<file path="config.mk">
export PLATFORM = sky130hd
export DESIGN_NAME = sea_window
export DESIGN_NICKNAME = d
export VERILOG_FILES = /design/src/rtl/sea_pkg.sv /design/src/rtl/sea_win_timer.sv /design/src/rtl/sea_dwell.sv /design/src/rtl/sea_lowest.sv /design/src/rtl/sea_window.sv
export SDC_FILE = /design/constraint.sdc
export NUM_CORES = 1
export LEC_CHECK = 0
export BUFFER_PORTS_ARGS = -buffer_cell sky130_fd_sc_hd__buf_4
export CORE_MARGIN = 5
export CORE_UTILIZATION = 34
export DETAILED_ROUTE_END_ITERATION = 6
export RECOVER_POWER = 25
export SYNTH_ARGS = -nofsm -noshare
export SYNTH_HDL_FRONTEND = slang
export SYNTH_SLANG_ARGS = --single-unit
</file>
<file path="constraint.sdc">
create_clock -name clk_i -period 3.87 [get_ports clk_i]
set_input_delay 0.9675 -clock clk_i [delete_from_list [all_inputs] [get_ports clk_i]]
set_output_delay 0.9675 -clock clk_i [all_outputs]
set_load 0.01 [all_outputs]
</file>
<file path="src/rtl/sea_pkg.sv">
package sea_pkg;
  typedef enum logic [1:0] {
    ST_IDLE  = 2'd0,
    ST_WIN   = 2'd1,
    ST_ERASE = 2'd2
  } sea_state_e;
endpackage

</file>
<file path="src/rtl/sea_win_timer.sv">
module sea_win_timer #(
  parameter int unsigned CYC = 2500
) (
  input  logic clk_i,
  input  logic rst_ni,
  input  logic restart_i,
  output logic expired_o
);
  localparam int unsigned CW = $clog2(CYC + 1);
  logic [CW-1:0] cnt_q;

  always_ff @(posedge clk_i or negedge rst_ni) begin
    if (!rst_ni)              cnt_q <= '0;
    else if (restart_i)       cnt_q <= CW'(CYC - 1);
    else if (cnt_q != '0)     cnt_q <= cnt_q - 1'b1;
  end

  assign expired_o = (cnt_q == '0);
endmodule

</file>
<file path="src/rtl/sea_dwell.sv">
module sea_dwell #(
  parameter int unsigned SEC_CYC = 8
) (
  input  logic clk_i,
  input  logic rst_ni,
  input  logic run_i,
  output logic tick_o
);
  localparam int unsigned CW = $clog2(SEC_CYC + 1);
  logic [CW-1:0] cnt_q;

  assign tick_o = run_i && (cnt_q == CW'(SEC_CYC - 1));

  always_ff @(posedge clk_i or negedge rst_ni) begin
    if (!rst_ni)                cnt_q <= '0;
    else if (!run_i || tick_o)  cnt_q <= '0;
    else                        cnt_q <= cnt_q + 1'b1;
  end
endmodule

</file>
<file path="src/rtl/sea_lowest.sv">
module sea_lowest #(
  parameter int unsigned N = 32,
  localparam int unsigned IW = (N > 1) ? $clog2(N) : 1
) (
  input  logic [N-1:0]  req_i,
  output logic [IW-1:0] idx_o
);
  // lowest set bit wins
  always_comb begin
    idx_o = '0;
    for (int i = N - 1; i >= 0; i--) begin
      if (req_i[i]) idx_o = IW'(i);
    end
  end
endmodule

</file>
<file path="src/rtl/sea_window.sv">
module sea_window
  import sea_pkg::*;
#(
  parameter int unsigned N_SEC   = 32,
  parameter int unsigned CLK_MHZ = 50,
  parameter int unsigned WIN_US  = 50,
  parameter int unsigned SEC_CYC = 8,
  localparam int unsigned WIN_CYC = CLK_MHZ * WIN_US,
  localparam int unsigned IDX_W   = (N_SEC > 1) ? $clog2(N_SEC) : 1
) (
  input  logic             clk_i,
  input  logic             rst_ni,
  input  logic             load_i,
  input  logic [IDX_W-1:0] sec_i,
  input  logic             other_wr_i,
  output logic             window_open_o,
  output logic             busy_o,
  output logic [N_SEC-1:0] map_o,
  output logic             done_o,
  output logic [IDX_W-1:0] done_idx_o
);
  sea_state_e       state_q;
  logic [N_SEC-1:0] map_q;
  logic             load_acc, win_exp, tick;
  logic [IDX_W-1:0] cur_idx;
  logic [N_SEC-1:0] cur_bit, sel_bit;

  assign load_acc = load_i && (state_q != ST_ERASE);
  assign cur_bit  = N_SEC'(1) << cur_idx;
  assign sel_bit  = N_SEC'(1) << sec_i;

  sea_win_timer #(.CYC(WIN_CYC)) i_timer (
    .clk_i     (clk_i),
    .rst_ni    (rst_ni),
    .restart_i (load_acc),
    .expired_o (win_exp)
  );

  sea_dwell #(.SEC_CYC(SEC_CYC)) i_dwell (
    .clk_i  (clk_i),
    .rst_ni (rst_ni),
    .run_i  (state_q == ST_ERASE),
    .tick_o (tick)
  );

  sea_lowest #(.N(N_SEC)) i_lowest (
    .req_i (map_q),
    .idx_o (cur_idx)
  );

  always_ff @(posedge clk_i or negedge rst_ni) begin
    if (!rst_ni) begin
      state_q <= ST_IDLE;
      map_q   <= '0;
    end else begin
      unique case (state_q)
        ST_IDLE: begin
          if (load_i) begin
            map_q   <= map_q | sel_bit;
            state_q <= ST_WIN;
          end
        end
        ST_WIN: begin
          if (load_i) begin
            map_q <= map_q | sel_bit;
          end else if (other_wr_i) begin
            map_q   <= '0;
            state_q <= ST_IDLE;
          end else if (win_exp) begin
            state_q <= ST_ERASE;
          end
        end
        ST_ERASE: begin
          if (tick) begin
            map_q <= map_q & ~cur_bit;
            if ((map_q & ~cur_bit) == '0) state_q <= ST_IDLE;
          end
        end
        default: state_q <= ST_IDLE;
      endcase
    end
  end

  assign window_open_o = (state_q == ST_WIN);
  assign busy_o        = (state_q == ST_ERASE);
  assign map_o         = map_q;
  assign done_o        = tick;
  assign done_idx_o    = cur_idx;
endmodule

</file>
## Word level (Yosys, flattened, before mapping)

Cells that the tools add are included.

- Register bits: 50
- Bits of input ports: 9
- Output and inout port bits: 40
- Word-level logic and storage cells: 80

- $add $sub $neg: 2
- Equality and inequality tests: 10
- Shift-type cells: 2
- Muxes and demuxes: 47
- Bitwise operators: 3
- Reductions and logical operators: 12

Operators with widths:

| cell | count |
|---|---|
| two-way mux 5 bit | 32 |
| two-way mux 32 bit | 4 |
| one-hot mux 32 bit (3 select lines) | 1 |
| left shift 1 x 5 -> 32 bit, first input constant | 2 |
| AND 32 bit | 1 |
| logical NOT 32 bit | 1 |
| NOT 32 bit | 1 |
| bitwise OR 32 bit | 1 |
| two-way mux 12 bit | 2 |
| logical NOT 12 bit | 1 |
| two-way mux 2 bit | 6 |
| nonzero test 12 bit | 1 |
| subtractor 12 x 1 -> 12 bit, second input constant | 1 |
| != test 2 bit, second input constant | 5 |
| one-hot mux 2 bit (3 select lines) | 1 |
| AND reduction 5 bit | 1 |
| adder 4 x 1 -> 4 bit, second input constant | 1 |
| == test 4 x 3 -> 1 bit, second input constant | 1 |
| two-way mux 4 bit | 1 |
| AND reduction 4 bit | 1 |
| != test 3 x 2 -> 1 bit, second input constant | 1 |
| != test 3 bit, second input constant | 1 |
| nonzero test 3 bit | 1 |
| == test 2 x 1 -> 1 bit, second input constant | 1 |
| other kinds (6) | 7 |

## Depth between registers and ports, before layout

Gate-level depths: netlist of the first run.

- Depth after elaboration: 39
- Mapped depth: 13
- Mapped depth without buffers: 12

## By module

A second synthesis of the first run with hierarchy kept.

- Cells, all modules: 431
- Area total of the unflattened synthesis: 3547.2 um2

Modules (own cells, without submodules):

| module | times used | cells each | area an instance (um2) | sequential area each (um2) |
|---|---|---|---|---|
| sea_window | 1 | 281 | 2307.2 | 850.8 |
| sea_win_timer | 1 | 71 | 686.9 | 300.3 |
| sea_lowest | 1 | 63 | 365.4 | 0.0 |
| sea_dwell | 1 | 16 | 187.7 | 100.1 |

## Least setup slack after synthesis of the first run

OpenSTA, ideal clock, no wires.

- Path kind: register to register
- From: register map_q[6], in the netlist map_o[6]
- To: register state_q[0]
- Library setup time: 0.128 ns
- Arrival: 2.916 ns
- Required time: 3.742 ns
- Slack: 0.827 ns
- Stages on the path, launching flop included: 12
- Buffers on the path: 1
- Period minus slack after synthesis: 3.043 ns
- Cells stage by stage: dfrtp_1 -> buf_4 -> nor2_1 -> a221o_1 -> or4_4 -> o2111ai_4 -> a21oi_4 -> o41ai_2 -> o2111ai_1 -> nor4_1 -> a21oi_1 -> mux2_1

- Word-level cells in the longest chain between the ends: 13

RTL lines:

| what | RTL line | text |
|---|---|---|
| start: declaration | sea_window.sv:23 | `logic [N_SEC-1:0] map_q;` |
| start signal: assignment | sea_window.sv:59 | `map_q <= map_q \| sel_bit;` |
| start signal: assignment | sea_window.sv:65 | `map_q <= map_q \| sel_bit;` |
| start signal: assignment | sea_window.sv:75 | `map_q <= map_q & ~cur_bit;` |
| two-way mux 5 bit (7 in series) | sea_lowest.sv:12 | `if (req_i[i]) idx_o = IW'(i);` |
| net done_idx_o[0] | sea_window.sv:20 | `output logic [IDX_W-1:0] done_idx_o` |
| left shift 1 x 5 -> 32 bit | sea_window.sv:29 | `assign cur_bit = N_SEC'(1) << cur_idx;` |
| NOT 32 bit | sea_window.sv:76 | `if ((map_q & ~cur_bit) == '0) state_q <= ST_IDLE;` |
| AND 32 bit | sea_window.sv:76 |  |
| logical NOT 32 bit | sea_window.sv:76 |  |
| != test 2 bit (no line) | - |  |
| AND reduction 5 bit (no line) | - |  |
| end signal: assignment | sea_window.sv:70 | `state_q <= ST_ERASE;` |
| end signal: assignment | sea_window.sv:76 |  |
| end signal: assignment | sea_window.sv:79 | `default: state_q <= ST_IDLE;` |
| end: declaration | sea_window.sv:22 | `sea_state_e state_q;` |

The timed path passes the listed nets, and every way through them passes these cells.
A chain may end at the register's enable or synchronous reset.

## Worst setup path in the final report of the first run

- From: register map_q[8], in the netlist map_o[8]
- To: register state_q[1]

- Word-level cells in the longest chain between the ends: 15

RTL lines:

| what | RTL line |
|---|---|
| two-way mux 5 bit (9 in series) | sea_lowest.sv:12 |
| left shift 1 x 5 -> 32 bit | sea_window.sv:29 |
| NOT 32 bit | sea_window.sv:76 |
| AND 32 bit (*) | sea_window.sv:76 |
| logical NOT 32 bit (*) | sea_window.sv:76 |
| != test 2 bit (no line) (*) | - |
| AND reduction 5 bit (no line) (*) | - |

Every way passes the cells marked *; elsewhere a longest branch is shown, timed or not.

==> impl_metrics.json, run 1 <==
{
  "ys_seq_area_share_pct": 37.2,
  "synth_area_sq_um": 3360,
  "post-cts-setup-buffer-count": 0,
  "violations": "max-capacitance violations, max-slew violations",
  "clock_latency_ns": 0.32,
  "setup_viol": 0,
  "die_area_sq_um": 12000,
  "worst-setup-path-type": "register to register",
  "timing.final.hold_violations": 0,
  "grt_max_degree": 51,
  "hold_start": "i_dwell.cnt_q[0]$_DFF_PN0_",
  "cp-start-kind": "register",
  "wl_per_cell_um": 20.9,
  "antenna_found_initial": 0,
  "r2r_start": "map_o[8]$_DFFE_PN0P_",
  "vias_per_cell": 6.04,
  "synth.distinct_cells": 64,
  "core_sq_um": 9730,
  "grt_setup_unrepaired": "no",
  "cts.sinks": 50,
  "htreeDepth": 2,
  "rows": 36,
  "portBuffers": 48,
  "cp.arrival_ns": 3.86,
  "grtUsageTotal_pct": 21.8,
  "muxShareOfSynthArea_pct": 0.669,
  "grt_first_pass_wirelength_um": 20200,
  "cp.required_ns": 4.06,
  "ff2ff_path_depth": 10,
  "final_common_cell": "buf_4",
  "vias": 3650,
  "async_flop_share_pct": 100,
  "synth-edff-count": 0,
  "overflow": 0,
  "avgSynthCellArea_sq_um": 8.11,
  "crit_fanout": 7,
  "drc": 0,
  "max-cap-violations": 1,
  "clock_path_buffers": 2,
  "maxSlewHeadroom_pct": -77.3,
  "synth-simple-area-share_pct": 25.4,
  "yosys_most_used_dff": "dfrtp_1",
  "drtAntennaViolNets": 0,
  "syn_inst": 415,
  "synth_compound_area_share_pct": 27.5,
  "fmax_mhz": 273,
  "hold_end": "i_dwell.cnt_q[0]$_DFF_PN0_",
  "initial_core_util_pct": 34.6,
  "maxSlewViolCount": 51,
  "r2r_setup_slack_ns": 0.20,
  "fin_nets": 485,
  "yosys_warnings": 0,
  "io_pins": 49,
  "finalCriticalPeriod_ns": 3.67,
  "status": "finished with violations",
  "cts_tree": "built",
  "antenna_cells": 0,
  "first_pass_iters": 5,
  "drive_above_1_share_pct": 18.0,
  "grt_pass1_vias": 3617,
  "die_w_um": 109,
  "skew_ns": 0.0155,
  "min_path_type": "register to register",
  "holdPathStages": 1,
  "synth_xor_area_share_pct": 2.86,
  "die_h_um": 109,
  "period_share_pct": 94.8,
  "area_growth_pct": 21.2,
  "routed_wl_um": 12600,
  "finalSetupTns_ns": 0,
  "synth_top_family_by_area": "compound AO/OA/AOI/OAI gates",
  "yosys.area_share.adder_pct": 2.23,
  "cp-end-kind": "register",
  "worst_pin_slew_ns": 2.66,
  "dpl.hpwl_um": 9660,
  "postSynthNetCount": 430,
  "root_buffer": "clkbuf_8",
  "numCtsBuffers": 5,
  "synth_seq_cells": 50,
  "clk_pin_slew_ns": 0.10,
  "dr.first_iter.drc_count": 307,
  "layout_common_cells": "buf_4 (61), dfrtp_1 (50), o21ai_0 (49), nand2_1 (42), nor2_1 (38)",
  "r2r_end": "state_q[1]$_DFFE_PN0P_",
  "globalplace.congestion": 0.981
}
[how the worst max path moves through the flow]
stage                                from                     end  slack, ns
detailed placement  map_o[16]$_DFFE_PN0P_  state_q[0]$_DFFE_PN0P_       0.19
finish               map_o[8]$_DFFE_PN0P_  state_q[1]$_DFFE_PN0P_       0.20
floorplan            map_o[6]$_DFFE_PN0P_  state_q[0]$_DFFE_PN0P_       0.83
CTS                 map_o[16]$_DFFE_PN0P_  state_q[1]$_DFFE_PN0P_       0.14
global placement    map_o[16]$_DFFE_PN0P_  state_q[1]$_DFFE_PN0P_       0.19
global route        map_o[16]$_DFFE_PN0P_  state_q[1]$_DFFE_PN0P_       0.08
[layer usage]
metal | vias to the layer above | global-route usage (%) | share of wire, %
met3 | 47 | 4.05 | 9.0
met2 | 189 | 35.1 | 46
met1 | 1770 | 28.8 | 41
met5 | - | 0 | 0
met4 | 0 | 8.73 | 4.2
li1 | 1644 | - | -
[final cells by class]
type	count	area, sq um
well taps	133	166
fillers	1022	5650
repair buffers	62	462
flip-flops and latches	50	1250
multi-input cells	330	1980
clock buffers	5	68.8
clock inverters	3	68.8
inverters	21	81.3
[worst max-delay path, stage by stage (launching register included)]
cell,delay (ns)
dfrtp_1,0.50
or4_4,0.60
nor2_4,0.17
nand3_1,0.14
nor2_1,0.39
nand3_1,0.24
a221oi_1,0.41
nand4_1,0.13
nor4_1,0.40
a21oi_1,0.19
mux2_1,0.35
[through the flow]
stage          instance area (sq um)  instances  hold WS (ns)  util, %  setup slack [ns]
2_1_floorplan                   3360        415         0.433        -             0.827
3_3_place_gp                    3940        596         0.455     40.5             0.193
3_5_place_dp                    3940        596         0.454     40.5             0.187
4_1_cts                         4080        604         0.474     41.9             0.140
5_1_grt                         4080        604         0.491     41.9            0.0790
6_report                        4080        604         0.475     41.9             0.202
[state kept, by name, indices dropped and copies added (netlist names)]
name	count
i_dwell.cnt_q	4
i_timer.cnt_q	12
map_o	32
state_q	2
[cells in the mapped netlist (4+ instances only)]
master	n	area (sq um)
xor2_1	4	35.0
nor2_1	38	143
clkbuf_1	11	41.3
nand2b_1	6	37.5
o31ai_1	9	67.6
o41ai_1	4	35.0
inv_1	20	75.1
nor4_1	12	75.1
xnor2_1	7	61.3
nand3_1	16	80.1
a21oi_1	36	180
nand2_1	43	161
nor3_1	16	80.1
nand3b_1	4	30.0
o21ai_0	49	245
ha_1	6	75.1
o211ai_1	5	37.5
or3_1	6	37.5
dfrtp_1	50	1250
[timing repair]
action	in CTS	in global routing
endpoints found under the hold margin	0	0
setup endpoints to repair	0	2
gates resized for setup	0	2
hold buffers	0	0
[cells by family after synthesis]
family	Yosys count
AOI/OAI and AO/OA	142
buffers and inverters	35
muxes	2
and+or+nand+nor	169
DFF	50
xor gates and xnor gates	11
adders and majority gates	6
Power of run 1 is not shown: default switching activity piles up to over one toggle a cycle in this logic, so the estimate is an artifact.
==> inputs of run 2 (changes only) <==
--- a/config.mk
+++ b/config.mk
@@ -7,7 +7,7 @@
 export LEC_CHECK = 0
 export BUFFER_PORTS_ARGS = -buffer_cell sky130_fd_sc_hd__buf_4
 export CORE_MARGIN = 5
-export CORE_UTILIZATION = 34
+export CORE_UTILIZATION = 40
 export DETAILED_ROUTE_END_ITERATION = 6
 export RECOVER_POWER = 25
 export SYNTH_ARGS = -nofsm -noshare
==> run 2 against run 1 <==
  * Largest cell class unchanged
  * First-iteration DRC count down 3.6%
  * Worst setup slack improved by 0.020 ns
  * The run still ends with max-capacitance violations, max-slew violations left
  * Maximum frequency up 0.56%
  * Sequential share of layout area increased by 0.31 points
  * Flip-flop and latch count unchanged
  * Count of clock-buffer cells in the layout stayed put
  * Global-route usage rose by 4.1 points
  * Clock skew shrank 0.0012 ns
==> impl_metrics.json, run 2 (synthesis results as in run 1) <==
{
  "violations": "max-capacitance violations, max-slew violations",
  "min_path_type": "register to register",
  "r2r_setup_slack_ns": 0.22,
  "fmax_mhz": 274,
  "vias_per_cell": 6.20,
  "final_common_cell": "buf_4",
  "ff2ff_path_depth": 10,
  "grtUsageTotal_pct": 25.9,
  "nFillCells": 824,
  "drive_above_1_share_pct": 18.0,
  "numCtsBuffers": 5,
  "seq_area_sq_um": 1250,
  "core_sq_um": 8220,
  "period_share_pct": 94.3,
  "hold_buffers": 0,
  "skew_ns": 0.0144,
  "finalSetupTns_ns": 0,
  "die_area_sq_um": 10300,
  "cts.sinks": 50,
  "finalCriticalPeriod_ns": 3.65,
  "worst_pin_slew_ns": 2.68,
  "setup_viol": 0,
  "vias": 3577,
  "max-cap-violations": 1,
  "overflow": 0,
  "post_cts_resized": 0,
  "r2r_end": "state_q[0]$_DFFE_PN0P_",
  "post-cts-setup-buffer-count": 0,
  "io_pins": 49,
  "timing.final.hold_violations": 0,
  "largest_register_ffs": 32,
  "cp-end-kind": "register",
  "maxSlewViolCount": 51,
  "drtAntennaViolNets": 0,
  "post_dp_cell_area_sq_um": 3910,
  "dpl.hpwl_um": 9520,
  "rows": 33,
  "root_buffer": "clkbuf_8",
  "layout_common_cells": "buf_4 (62), dfrtp_1 (50), o21ai_0 (49), nand2_1 (43), nor2_1 (38)",
  "grt_max_degree": 51,
  "clock_latency_ns": 0.32,
  "hold_start": "i_dwell.cnt_q[0]$_DFF_PN0_",
  "hold_end": "i_dwell.cnt_q[0]$_DFF_PN0_",
  "antenna_found_initial": 0,
  "r2r_start": "map_o[22]$_DFFE_PN0P_",
  "htreeDepth": 2,
  "cts_tree": "built",
  "multiInputGateArea_sq_um": 1990,
  "cp.required_ns": 4.07,
  "dr.first_iter.drc_count": 296,
  "cp-start-kind": "register",
  "antenna_cells": 0,
  "crit_fanout": 10,
  "initial_core_util_pct": 40.9,
  "fin_nets": 486,
  "wl_per_cell_um": 22.3,
  "drc": 0,
  "routed_wl_um": 12900,
  "clock_path_buffers": 2,
  "portBuffers": 48,
  "status": "finished with violations",
  "first_pass_iters": 5,
  "die_w_um": 102,
  "globalplace.congestion": 0.981,
  "clk_pin_slew_ns": 0.11,
  "maxSlewHeadroom_pct": -78.7,
  "cp.arrival_ns": 3.85,
  "die_h_um": 102,
  "grt_pass1_vias": 3471,
  "fin_worst_hold_slack_ns": 0.473,
  "holdPathStages": 1,
  "grt_setup_unrepaired": "no",
  "worst-setup-path-type": "register to register",
  "grt_first_pass_wirelength_um": 20300,
  "area_growth_pct": 19.9,
  "final_area_sq_um": 4040
}
==> run 2: critical path, cell delays in order, from the launching register on <==
cell and delay (ns):
dfrtp_1 0.46, or4_1 0.57, a211oi_1 0.31, o31ai_2 0.10, nand2_1 0.23, nand2_1 0.36, o41ai_4 0.48, o2111ai_1 0.20
nor4_1 0.33, a21oi_1 0.16, mux2_1 0.33
==> run 2: layout make-up <==
cell class	instances	area share [%]
inverters	21	1.95
clock inverters	3	1.21
clock buffers	5	1.71
repair buffers	63	11.6
flip-flops and latches	50	31.0
multi-input cells	330	49.2
well taps	105	3.26
==> run 2: metrics by stage <==
stage | cells | worst slack (ns) | utilization, %
2_1_floorplan | 415 | 0.827 | -
3_3_place_gp | 569 | 0.320 | 47.6
3_5_place_dp | 569 | 0.345 | 47.6
4_1_cts | 577 | 0.309 | 49.0
5_1_grt | 577 | 0.0357 | 49.1
6_report | 577 | 0.222 | 49.1
==> run 2: worst max path at each step <==
stage                          start                endpoint  slack (ns)  cells past startpoint
2_1_floorplan   map_o[6]$_DFFE_PN0P_  state_q[0]$_DFFE_PN0P_        0.83                     11
3_3_place_gp   map_o[14]$_DFFE_PN0P_  state_q[1]$_DFFE_PN0P_        0.32                     10
3_5_place_dp    map_o[6]$_DFFE_PN0P_  state_q[0]$_DFFE_PN0P_        0.34                     10
4_1_cts        map_o[22]$_DFFE_PN0P_  state_q[0]$_DFFE_PN0P_        0.31                     10
5_1_grt        map_o[22]$_DFFE_PN0P_  state_q[1]$_DFFE_PN0P_        0.04                     10
6_report       map_o[22]$_DFFE_PN0P_  state_q[0]$_DFFE_PN0P_        0.22                     10
==> run 2: layer usage <==
layer	part of all wire, %	up-vias	global-route usage, %	routed length [um]
met5	0	-	0	0
met4	2.0	0	7.67	263
met3	8.9	17	4.75	1150
met2	43	199	38.3	5580
met1	46	1708	38.3	5900
li1	-	1653	-	-
Power of run 2 is left out for the same reason.
==> inputs of run 3 (changes only) <==
--- a/config.mk
+++ b/config.mk
@@ -9,6 +9,7 @@
 export CORE_MARGIN = 5
 export CORE_UTILIZATION = 40
 export DETAILED_ROUTE_END_ITERATION = 6
+export MAX_ROUTING_LAYER = met4
 export RECOVER_POWER = 25
 export SYNTH_ARGS = -nofsm -noshare
 export SYNTH_HDL_FRONTEND = slang
==> run 3 against run 2 <==
  * The run still ends with max-capacitance violations, max-slew violations left
  * Register-to-register slack about the same
  * Design area up 0.28%
  * Sequential share of layout area down 0.086 points
  * Die area unchanged
  * Non-clock buffer count up 2
  * Highest routed layer unchanged
==> impl_metrics.json, run 3 (synthesis results as in run 1) <==
{
  "final_util_pct": 49.2,
  "dpl.hpwl_um": 9860,
  "portBuffers": 48,
  "r2r_setup_slack_ns": 0.21,
  "grt_max_degree": 51,
  "slowest_stage": "or4_4",
  "clock_path_buffers": 2,
  "dr_wl_met2_um": 5920,
  "crit_fanout": 10,
  "htreeDepth": 2,
  "post-cts-setup-buffer-count": 0,
  "path_common_cell": "nand2_1",
  "grtUsageTotal_pct": 27.4,
  "die_area_sq_um": 10300,
  "multiInputGateArea_sq_um": 1980,
  "path_buf_inv": 1,
  "drc": 0,
  "numCtsBuffers": 5,
  "cts_tree": "built",
  "largest_register_ffs": 32,
  "cp-end-kind": "register",
  "finalSetupTns_ns": 0,
  "fin_nets": 488,
  "cp.depth": 11,
  "overflow": 0,
  "finalCriticalPeriod_ns": 3.66,
  "timing.final.hold_violations": 0,
  "r2r_start": "map_o[16]$_DFFE_PN0P_",
  "clk_pin_slew_ns": 0.11,
  "cts.sinks": 50,
  "die_h_um": 102,
  "grt_setup_unrepaired": "no",
  "wl_met3_um": 989,
  "cp.required_ns": 4.07,
  "cp-start-kind": "register",
  "io_pins": 49,
  "die_w_um": 102,
  "wl_per_cell_um": 22.9,
  "globalplace.congestion": 1.00,
  "ff2ff_path_depth": 11,
  "area_growth_pct": 20.3,
  "maxSlewViolCount": 51,
  "m1WireLength_um": 5960,
  "place_inst": 571,
  "max_stage_delay_ns": 0.64,
  "min_path_type": "register to register",
  "endpoint": "state_q[0]$_DFFE_PN0P_",
  "hold_start": "i_dwell.cnt_q[0]$_DFF_PN0_",
  "antenna_found_initial": 0,
  "core_sq_um": 8220,
  "clock_latency_ns": 0.32,
  "cp.arrival_ns": 3.85,
  "drive_above_1_share_pct": 18.6,
  "drtAntennaViolNets": 0,
  "fmax_mhz": 273,
  "worst_pin_slew_ns": 2.73,
  "vias_per_cell": 6.20,
  "setup_viol": 0,
  "worst-setup-path-type": "register to register",
  "final_common_cell": "buf_4",
  "cp-startpoint": "map_o[16]$_DFFE_PN0P_",
  "grt_pass1_vias": 3576,
  "root_buffer": "clkbuf_8",
  "grt_first_pass_wirelength_um": 20700,
  "routed_wl_um": 13300,
  "crit_chain": "or4_4 > nor2b_1 > o31ai_2 > nand2_1 > inv_2 > nand2_1 > o31ai_1 > nand4_1 > nor4_1 > a21oi_1 > mux2_1",
  "antenna_cells": 0,
  "initial_core_util_pct": 40.9,
  "vias": 3587,
  "highest_layer": "met4",
  "layout_common_cells": "buf_4 (64), dfrtp_1 (50), o21ai_0 (49), nand2_1 (43), nor2_1 (38)",
  "max-cap-violations": 1,
  "r2r_end": "state_q[0]$_DFFE_PN0P_",
  "violations": "max-capacitance violations, max-slew violations",
  "seq_area_sq_um": 1250,
  "instances_no_fill": 579,
  "skew_ns": 0.0159,
  "status": "finished with violations",
  "path_delay_family": "simple AND/OR/NAND/NOR gates",
  "first_pass_iters": 5,
  "period_share_pct": 94.5,
  "maxSlewHeadroom_pct": -82.1,
  "nFillCells": 819,
  "dr.first_iter.drc_count": 390,
  "rows": 33
}
[run 3: how the worst min path moves through the flow]
stage | to | slack [ns] | depth (start not counted)
global route | i_dwell.cnt_q[0]$_DFF_PN0_ | 0.52 | 1
global placement | i_dwell.cnt_q[0]$_DFF_PN0_ | 0.45 | 1
detailed placement | i_dwell.cnt_q[0]$_DFF_PN0_ | 0.48 | 1
CTS | i_dwell.cnt_q[0]$_DFF_PN0_ | 0.49 | 1
finish | i_dwell.cnt_q[0]$_DFF_PN0_ | 0.48 | 1
floorplan | i_dwell.cnt_q[0]$_DFF_PN0_ | 0.43 | 1
[run 3: metrics by stage]
step	area (sq um)	hold WS [ns]	worst slack, ns
global placement	3930	0.455	0.106
finish	4050	0.478	0.213
detailed placement	3930	0.480	0.194
floorplan	3360	0.433	0.827
CTS	4050	0.494	0.147
global route	4050	0.523	0.00725
[run 3: what timing repair did]
item	in CTS	in global routing
hold buffers	0	0
endpoints found under the hold margin	0	0
gates resized for setup	0	1
endpoints found under the setup margin	0	2
[run 3: cell type report]
type | instances | share of cell area (%)
clock buffers | 6 | 2.04
inverters | 21 | 1.95
repair buffers | 65 | 12.0
flip-flops and latches | 50 | 30.9
clock inverters | 2 | 0.959
multi-input cells | 330 | 48.9
well taps | 105 | 3.25
[run 3: routing by layer]
| metal | track usage (%) | up-vias |
|---|---|---|
| met5 | - | - |
| met4 | 10.0 | 0 |
| met3 | 3.79 | 30 |
| met2 | 39.5 | 170 |
| met1 | 38.9 | 1733 |
| li1 | - | 1654 |
Power of run 3 is left out for the same reason.
